$ cat config.mk
export PLATFORM = sky130hd
export DESIGN_NAME = coh_result_reg
export DESIGN_NICKNAME = d
export VERILOG_FILES = /design/src/rtl/coh_pkg.sv /design/src/rtl/coh_lock_ctrl.sv /design/src/rtl/coh_sample_store.sv /design/src/rtl/coh_read_mux.sv /design/src/rtl/coh_result_reg.sv
export SDC_FILE = /design/constraint.sdc
export NUM_CORES = 1
export LEC_CHECK = 0
export ABC_CLOCK_PERIOD_IN_PS = 2600
export BUFFER_PORTS_ARGS = -buffer_cell sky130_fd_sc_hd__buf_2
export CAP_MARGIN = 5
export CORE_MARGIN = 3
export CORE_UTILIZATION = 55
export DETAILED_ROUTE_END_ITERATION = 8
export PLACE_DENSITY = 0.78
export RECOVER_POWER = 100
export SKIP_LAST_GASP = 1
export SLEW_MARGIN = 20
export SYNTH_ARGS = -nofsm -noshare
export SYNTH_HDL_FRONTEND = slang
export SYNTH_SLANG_ARGS = --single-unit
$ cat constraint.sdc
create_clock -name clk -period 2.6 [get_ports clk]
set_input_delay 0.39 -clock clk [delete_from_list [all_inputs] [get_ports clk]]
set_output_delay 0.39 -clock clk [all_outputs]
set_load 0.01 [all_outputs]
$ cat src/rtl/coh_pkg.sv
package coh_pkg;

    localparam int unsigned LANE_W_DEF    = 8;
    localparam int unsigned NUM_LANES_DEF = 3;
    localparam int unsigned ADDR_W        = 2;

    // Byte lane addresses; the status byte sits above the sample lanes.
    typedef enum logic [ADDR_W-1:0] {
        LANE_LO   = 2'd0,
        LANE_MID  = 2'd1,
        LANE_HI   = 2'd2,
        LANE_STAT = 2'd3
    } lane_e;

    // Status byte layout, LSB = lock.
    typedef struct packed {
        logic overrun;
        logic pend;
        logic locked;
    } stat_t;

    // Per-access decode shared between the lock and store logic.
    typedef struct packed {
        logic lane_rd;
        logic key_hit;
        logic stat_rd;
    } access_t;

    // Reserved code 3 behaves as the high byte.
    function automatic lane_e decode_key(input logic [ADDR_W-1:0] raw);
        lane_e k;
        if (raw == 2'd3) k = LANE_HI;
        else             k = lane_e'(raw);
        return k;
    endfunction

endpackage

$ cat src/rtl/coh_lock_ctrl.sv
module coh_lock_ctrl
    import coh_pkg::*;
#(
    parameter int unsigned NUM_LANES = NUM_LANES_DEF
) (
    input  logic              clk,
    input  logic              rst,
    input  logic              rd_en,
    input  logic [ADDR_W-1:0] rd_addr,
    input  logic [ADDR_W-1:0] key_sel,
    output logic              locked,
    output logic              blocked,
    output access_t           acc,
    output lane_e             key_q
);

    localparam logic [ADDR_W-1:0] LAST_LANE = ADDR_W'(NUM_LANES - 1);

    logic locked_q;

    always_comb begin
        acc.lane_rd = rd_en && (rd_addr <= LAST_LANE);
        acc.key_hit = acc.lane_rd && (rd_addr == logic'(1'b0) ? (key_q == LANE_LO)
                                                              : (rd_addr == key_q));
        acc.stat_rd = rd_en && (rd_addr == LANE_STAT);
        // Frozen now, or frozen starting at this edge by a non-key read.
        blocked     = locked_q || (acc.lane_rd && !acc.key_hit);
    end

    always_ff @(posedge clk) begin
        if (rst) begin
            locked_q <= 1'b0;
            key_q    <= LANE_LO;
        end else begin
            if (acc.lane_rd) begin
                locked_q <= !acc.key_hit;
            end
            if (!locked_q) begin
                key_q <= decode_key(key_sel);
            end
        end
    end

    assign locked = locked_q;

endmodule

$ cat src/rtl/coh_sample_store.sv
module coh_sample_store #(
    parameter int unsigned DATA_W = 24
) (
    input  logic              clk,
    input  logic              rst,
    input  logic              blocked,
    input  logic              stat_rd,
    input  logic              smp_valid,
    input  logic [DATA_W-1:0] smp_data,
    output logic [DATA_W-1:0] vis,
    output logic              pend_valid,
    output logic              overrun
);

    logic [DATA_W-1:0] vis_q;
    logic [DATA_W-1:0] pend_q;
    logic              pv_q;
    logic              ovr_q;
    logic              drop;

    // Any arrival while the slot is occupied discards the slot's sample.
    assign drop = smp_valid && pv_q;

    always_ff @(posedge clk) begin
        if (rst) begin
            vis_q  <= '0;
            pend_q <= '0;
            pv_q   <= 1'b0;
            ovr_q  <= 1'b0;
        end else begin
            if (blocked) begin
                if (smp_valid) begin
                    pend_q <= smp_data;
                    pv_q   <= 1'b1;
                end
            end else if (smp_valid) begin
                vis_q <= smp_data;
                pv_q  <= 1'b0;
            end else if (pv_q) begin
                vis_q <= pend_q;
                pv_q  <= 1'b0;
            end

            if (drop)         ovr_q <= 1'b1;
            else if (stat_rd) ovr_q <= 1'b0;
        end
    end

    assign vis        = vis_q;
    assign pend_valid = pv_q;
    assign overrun    = ovr_q;

endmodule

$ cat src/rtl/coh_read_mux.sv
module coh_read_mux
    import coh_pkg::*;
#(
    parameter int unsigned LANE_W    = LANE_W_DEF,
    parameter int unsigned NUM_LANES = NUM_LANES_DEF
) (
    input  logic [NUM_LANES*LANE_W-1:0] vis,
    input  stat_t                       stat,
    input  logic [ADDR_W-1:0]           rd_addr,
    output logic [LANE_W-1:0]           rd_data
);

    localparam int unsigned SLOTS = 1 << ADDR_W;

    logic [LANE_W-1:0] slot [SLOTS];

    for (genvar g = 0; g < SLOTS - 1; g++) begin : g_slot
        if (g < NUM_LANES) begin : g_lane
            assign slot[g] = vis[g*LANE_W +: LANE_W];
        end else begin : g_empty
            assign slot[g] = '0;
        end
    end

    assign slot[SLOTS-1] = LANE_W'(stat);
    assign rd_data       = slot[rd_addr];

endmodule

$ cat src/rtl/coh_result_reg.sv
module coh_result_reg
    import coh_pkg::*;
#(
    parameter int unsigned LANE_W    = LANE_W_DEF,
    parameter int unsigned NUM_LANES = NUM_LANES_DEF
) (
    input  logic                        clk,
    input  logic                        rst,
    input  logic                        smp_valid,
    input  logic [NUM_LANES*LANE_W-1:0] smp_data,
    input  logic                        rd_en,
    input  logic [1:0]                  rd_addr,
    input  logic [1:0]                  key_sel,
    output logic [LANE_W-1:0]           rd_data,
    output logic                        locked,
    output logic                        pend_valid,
    output logic                        overrun
);

    localparam int unsigned DATA_W = NUM_LANES * LANE_W;

    logic              blocked;
    access_t           acc;
    lane_e             key_q;
    logic [DATA_W-1:0] vis_q;
    stat_t             stat;

    coh_lock_ctrl #(.NUM_LANES(NUM_LANES)) u_lock (
        .clk     (clk),
        .rst     (rst),
        .rd_en   (rd_en),
        .rd_addr (rd_addr),
        .key_sel (key_sel),
        .locked  (locked),
        .blocked (blocked),
        .acc     (acc),
        .key_q   (key_q)
    );

    coh_sample_store #(.DATA_W(DATA_W)) u_store (
        .clk        (clk),
        .rst        (rst),
        .blocked    (blocked),
        .stat_rd    (acc.stat_rd),
        .smp_valid  (smp_valid),
        .smp_data   (smp_data),
        .vis        (vis_q),
        .pend_valid (pend_valid),
        .overrun    (overrun)
    );

    assign stat.overrun = overrun;
    assign stat.pend    = pend_valid;
    assign stat.locked  = locked;

    coh_read_mux #(.LANE_W(LANE_W), .NUM_LANES(NUM_LANES)) u_mux (
        .vis     (vis_q),
        .stat    (stat),
        .rd_addr (rd_addr),
        .rd_data (rd_data)
    );

endmodule

==> results by group, run 1 <==
Critical path
  • Critical Path Stages: 5
  • Req. time, crit path: between 2 and 3 ns
  • R2r endpoint: u_store.vis[1]
  • Worst Path Max Fanout: 24
  • CP cell instances: nor2b_1 -> o211a_1 -> or4_1 -> clkbuf_2 -> a221oi_1
  • Kind of critical path: flip-flop to flip-flop
  • Worst reg2reg setup slack: ~0.53 ns
  • Crit path largest cell delay: ~0.50 ns
  • CP max stage cell: or4_1
  • Startpoint Class: flip-flop
  • Arrival @ worst endpoint: 2.28 ns
  • Crit Reg-Reg Startpoint: u_lock.key_q[1]
  • WP buf/inv: 1
  • R2R depth: 5
  • Crit-path leading delay family: compound AO/OA/AOI/OAI gates
  • Worst setup EP type: flip-flop

Routing
  • DRT antenna net count: 0
  • Total number of vias: roughly 2100
  • Highest metal layer with signal wires: met4
  • Total wire length: slightly below 6000 um
  • Drt initial violations: 84
  • Met3 WL post-DR: ~330 um
  • M1 WL: between 2000 and 3000 um
  • Drt first pass iters: 4
  • Vias per Instance: ~5.5
  • WL/cell: 15.1 um
  • # DRC: 0
  • Wire length on met2: ~2600 um

Timing
  • Post-Route Setup TNS: 0 ns
  • Final setup vio count: 0
  • Worst-Margin Slew: 0.877 ns
  • Min cycle time layout: a little over 2 ns
  • Maximum clock rate: just under 500 MHz
  • Worst Skew: around 0.006 ns
  • Hold Slack: approximately 0.34 ns
  • RSZ-0062 raised after global routing: no
  • Final hold viol count: 0
  • Slew headroom: a little over 40%
  • Ratio of final minimum period to clock period: 79.7%
  • Max-slew violations: 0

Place
  • GPL Wtd Cong: around 0.86
  • Post-DP HPWL: between 3000 and 4000 um
  • Port Buf Inserts: 42
  • Cell Area, Placed: 2990 um2
  • Placed Cells: about 380

Yosys
  • Cell Area, Synth: between 2000 and 3000 um2
  • Register area share after synthesis: about two fifths
  • Yosys warning total: 0
  • Unique masters post-synth: 31
  • Mapped Nets: 319
  • Cells after synthesis: roughly 290
  • Syn avg cell area: around 9.6 um2
  • Number of synthesized register bits: 53

Floorplan
  • Die height: approximately 77 um
  • Die width: roughly 77 um
  • DIE AREA: approximately 5900 um2
  • Cell Rows: 25
  • Starting Density: between 50 and 60%
  • Ports: 43
  • Placeable Area: between 4000 and 5000 um2

Power and ir drop
  • Leakage power: about 1.2 nW
  • Part of the power in registers: between 50% and 60%
  • Max IR drop VDD: 0.000327 V
  • Combinational Power Share: a little under a fifth
  • Sw frac: about 27%
  • Sw power: around 0.49 mW
  • P_int: 1.32 mW
  • PwrDens: 615 nW/um2
  • Clock power share: a little under a third

Clock tree
  • Clk_lat worst skew: about 0.30 ns
  • Total CTS buffers: 5
  • CTS tree: done
  • Clock Sinks: 53
  • Clock-pin slew on the worst setup and hold paths: ~0.09 ns
  • Number of setup buffers added after CTS: 0
  • Clk root buf: clkbuf_8
  • Clock Tree Buf Depth: 2
  • H-Tree Depth: 2
  • Hold Buf Count CTS: 0
  • Post-CTS resize count: 0

GRT
  • GRT Residual Overflow: 0
  • Pin count of the biggest net entering global routing: 78
  • Tot GR Track Use: between 10% and 20%
  • First-pass GRT wire length: 9470 um
  • Number of global-route vias before repair: approximately 2000
  • Initial antenna violation count: 0

Worst hold path
  • Worst hold path type: input pin to flip-flop
  • Hold Crit Start: rd_en
  • Hold path depth: 2
  • Worst Hold Path EP: u_lock.locked

Layout
  • Nets: about 350
  • Design Area, Final: ~2900 um2
  • Final Instance Count excl. Fillers: between 300 and 400
  • Ant. Diodes: 0
  • Synth-to-layout area growth: 7.01%
  • Post-layout util: between 60% and 70%
  • Most common cell after layout, fill and taps aside: dfxtp_1
  • Most frequent cells in the layout: dfxtp_1 (53), nand2b_1 (48), buf_2 (32)
  • Layout cell share with drive strength beyond 1: between 10% and 20%

Run status
  • Status: completed

Job
  • Max-cap viol count: 0
-- kinds of logic (layout without fill, tap and decap cells) --
group           count (synthesis)  count (layout)  synth area share [%]
simple gates                   87              87                  19.7
buf+inv                        52              82                  7.87
flops                          53              53                  38.6
xor+xnor                        1               1                 0.319
mux                            33              33                  13.4
compound gates                 61              61                  20.1
-- area by class of cell --
cell class / instances / area [um2]
well taps: 67 / 83.8
inverters: 27 / 101
fillers: 437 / 1840
clock inverters: 2 / 35.0
flip-flops and latches: 53 / 1060
clock buffers: 5 / 68.8
multi-input cells: 182 / 1350
repair buffers: 48 / 244
-- synth_stat cells, drive strengths merged --
cell     number  area share, %
buf           9            2.0
a22oi         1           0.27
nand3b       18            4.9
nand2b       48             11
xor2          1           0.32
a221oi       24             12
nand4b        1           0.32
nor3b         1           0.27
a211oi        1           0.27
dfxtp        53             39
mux4          3            2.5
o22ai         6            1.4
o2111ai       2           0.64
nand3         1           0.18
inv          27            3.7
and3          1           0.23
a21oi         1           0.18
o211a         2           0.73
nand2         7           0.96
nor2b         2           0.45
nor2          5           0.68
o31ai         1           0.27
o21ai        23            4.2
nor3          2           0.55
or4           1           0.27
mux2i        30             11
clkbuf       16            2.2
-- sequential cells by signal, summed over array words and instances, names as in the netlist --
| name | flops |
|---|---|
| u_store.pend_q | 24 |
| u_store.vis | 24 |
| u_store.overrun | 1 |
| u_lock.key_q | 2 |
| u_store.pend_valid | 1 |
| u_lock.locked | 1 |
-- routing by layer --
layer / track usage (%) / vias to the layer above
li1: - / 1069
met1: 28.5 / 983
met2: 29.7 / 59
met3: 4.34 / 7
met4: 7.07 / 0
met5: 0 / -
-- metrics by stage --
step                total power, mW  setup slack, ns
global route                   1.90            0.323
finish                         1.81            0.527
detailed placement             1.34            0.389
CTS                            1.87            0.649
floorplan                      1.23            0.761
global placement               1.33            0.421
-- power by group through the flow --
stage	clock [mW]	combinational, mW	sequential (mW)
2_1_floorplan	0	0.294	0.934
6_report	0.545	0.331	0.935
5_1_grt	0.592	0.371	0.941
3_5_place_dp	0	0.382	0.953
3_3_place_gp	0	0.375	0.951
4_1_cts	0.556	0.384	0.934
-- how the worst max path moves through the flow --
stage / from / end / slack, ns
3_5_place_dp: rd_addr[1] / u_store.vis[13] / 0.39
2_1_floorplan: rd_addr[1] / u_store.vis[0] / 0.76
4_1_cts: u_lock.key_q[1] / u_store.vis[12] / 0.65
6_report: u_lock.key_q[1] / u_store.vis[1] / 0.53
5_1_grt: u_lock.key_q[1] / u_store.vis[5] / 0.32
3_3_place_gp: rd_addr[1] / u_store.vis[15] / 0.42
Power figures use the tool's default switching activity.
==> run 2, diff against run 1 <==
ABC_CLOCK_PERIOD_IN_PS = 1960   (was 2600)
clock period = 1.96 ns   (was 2.6 ns; I/O delays follow)
==> results by group, run 2 (same netlist as run 1, synthesis figures left out) <==
Critical path
  • CP cell instances: nor2b_1 -> o211a_1 -> or4_1 -> buf_6 -> a221oi_1
  • CP max stage cell: or4_1
  • Worst Path Max Fanout: 24
  • Crit Reg-Reg Startpoint: u_lock.key_q[0]
  • Crit path from: u_lock.key_q[0]
  • WP buf/inv: 1
  • Kind of critical path: flip-flop to flip-flop
  • Worst setup EP type: flip-flop
  • Critical Path Stages: 5
  • R2r endpoint: u_store.vis[5]
  • Req. time, crit path: between 2 and 2.5 ns
  • CP endpoint: u_store.vis[5]
  • Startpoint Class: flip-flop
  • Crit-path leading delay family: simple AND/OR/NAND/NOR gates
  • Worst reg2reg setup slack: around 0.11 ns
  • Crit path largest cell delay: 0.49 ns
  • R2R depth: 5
  • Arrival @ worst endpoint: 2.06 ns

GRT
  • GRT Residual Overflow: 0
  • Number of global-route vias before repair: roughly 2000
  • First-pass GRT wire length: a little under 10000 um
  • Pin count of the biggest net entering global routing: slightly below 80
  • Initial antenna violation count: 0
  • Tot GR Track Use: a little over 20%

Timing
  • RSZ-0062 raised after global routing: no
  • Final setup vio count: 0
  • Max-slew violations: 0
  • Post-Route Setup TNS: 0 ns
  • Worst-Margin Slew: between 0.7 and 0.8 ns
  • Final hold viol count: 0
  • Ratio of final minimum period to clock period: between 90 and 100%
  • Min cycle time layout: roughly 1.8 ns
  • Worst Skew: between 0.006 and 0.007 ns
  • Slew headroom: approximately 51%
  • Maximum clock rate: ~540 MHz

Place
  • GPL Wtd Cong: a little under 0.8
  • Post-DP HPWL: between 4000 and 5000 um
  • Port Buf Inserts: 42

Layout
  • Ant. Diodes: 0
  • Filler cells: between 400 and 500
  • Nets: approximately 360
  • Most frequent cells in the layout: dfxtp_1 (52), nand2b_1 (48), buf_2 (34)
  • Layout cell share with drive strength beyond 1: a little under a fifth
  • Post-layout util: 63.2%
  • Synth-to-layout area growth: 10.0%
  • Most common cell after layout, fill and taps aside: dfxtp_1

Floorplan
  • Starting Density: a little under three fifths
  • Placeable Area: between 4000 and 5000 um2
  • Ports: 43
  • DIE AREA: 5880 um2
  • Die width: around 77 um
  • Die height: 76.7 um
  • Cell Rows: 25

Run status
  • Status: completed

Routing
  • Drt first pass iters: 4
  • # DRC: 0
  • DRT antenna net count: 0
  • Vias per Instance: roughly 5.4
  • Drt initial violations: 152
  • WL/cell: about 15 um
  • Total wire length: around 5800 um
  • Total number of vias: 2135

Power and ir drop
  • Max IR drop VDD: ~0.00046 V
  • Leakage power: between 1 and 1.5 nW
  • PwrDens: between 700 and 800 nW/um2

Clock tree
  • Hold Buf Count CTS: 0
  • H-Tree Depth: 2
  • CTS tree: done
  • Number of setup buffers added after CTS: 0
  • Clock Sinks: 53
  • Clk_lat worst skew: 0.31 ns
  • Clock-pin slew on the worst setup and hold paths: approximately 0.090 ns
  • Total CTS buffers: 5
  • Post-CTS resize count: 0
  • Clock Tree Buf Depth: 2
  • Clk root buf: clkbuf_8

Worst hold path
  • Worst hold path type: input pin to flip-flop
  • Hold Crit Start: smp_data[0]

Job
  • Max-cap viol count: 0
run 2: changes by cell type in the layout (fill, tap and decap cells not counted), sizes merged:
cell and change:
bufinv -1, clkbuf +2, buf +8
run 2: worst min path at each step:
stage | end | slack, ns | cells after the start
after floorplan | u_lock.locked | 0.39 | 1
after global placement | u_store.vis[2] | 0.45 | 2
after detailed placement | u_store.vis[3] | 0.45 | 2
after CTS | u_store.pend_q[0] | 0.23 | 3
after global routing | u_store.pend_q[20] | 0.24 | 3
final | u_store.pend_q[0] | 0.24 | 3
run 2: per-layer routing:
layer,GRT usage (%),wire [um],vias up
met1,28.4,2890,987
met4,7.61,85,0
met5,0,0,-
met2,31.2,2560,56
met3,4.69,293,10
li1,-,-,1082
run 2: metrics by stage:
stage | total power [mW] | setup slack [ns] | cells | hold WS [ns] | cell area, um2
floorplan | 1.63 | 0.193 | 287 | 0.393 | 2750
global placement | 1.80 | 0.0776 | 385 | 0.447 | 3090
detailed placement | 1.81 | 0.0596 | 385 | 0.450 | 3090
CTS | 2.48 | 0.0873 | 393 | 0.234 | 3190
global route | 2.49 | 0.0157 | 393 | 0.242 | 3030
finish | 2.38 | 0.111 | 393 | 0.238 | 3030
run 2: cell type report:
type                    instances  area, um2  area share, %
clock buffers                   7       96.3           3.18
clock inverters                 1       5.00          0.165
well taps                      67       83.8           2.77
repair buffers                 56        304           10.0
inverters                      27        101           3.35
multi-input cells             182       1370           45.4
flip-flops and latches         53       1060           35.1
run 2: power by group:
| group | internal, mW | switching, mW |
|---|---|---|
| Clock | 0.320 | 0.354 |
| Sequential | 1.18 | 0.0558 |
| Combinational | 0.215 | 0.258 |
run 2: worst register-to-register path, cell delays in order (launching register included):
cell	delay [ns]
dfxtp_1	0.43
nor2b_1	0.09
o211a_1	0.22
or4_1	0.49
buf_6	0.19
a221oi_1	0.32
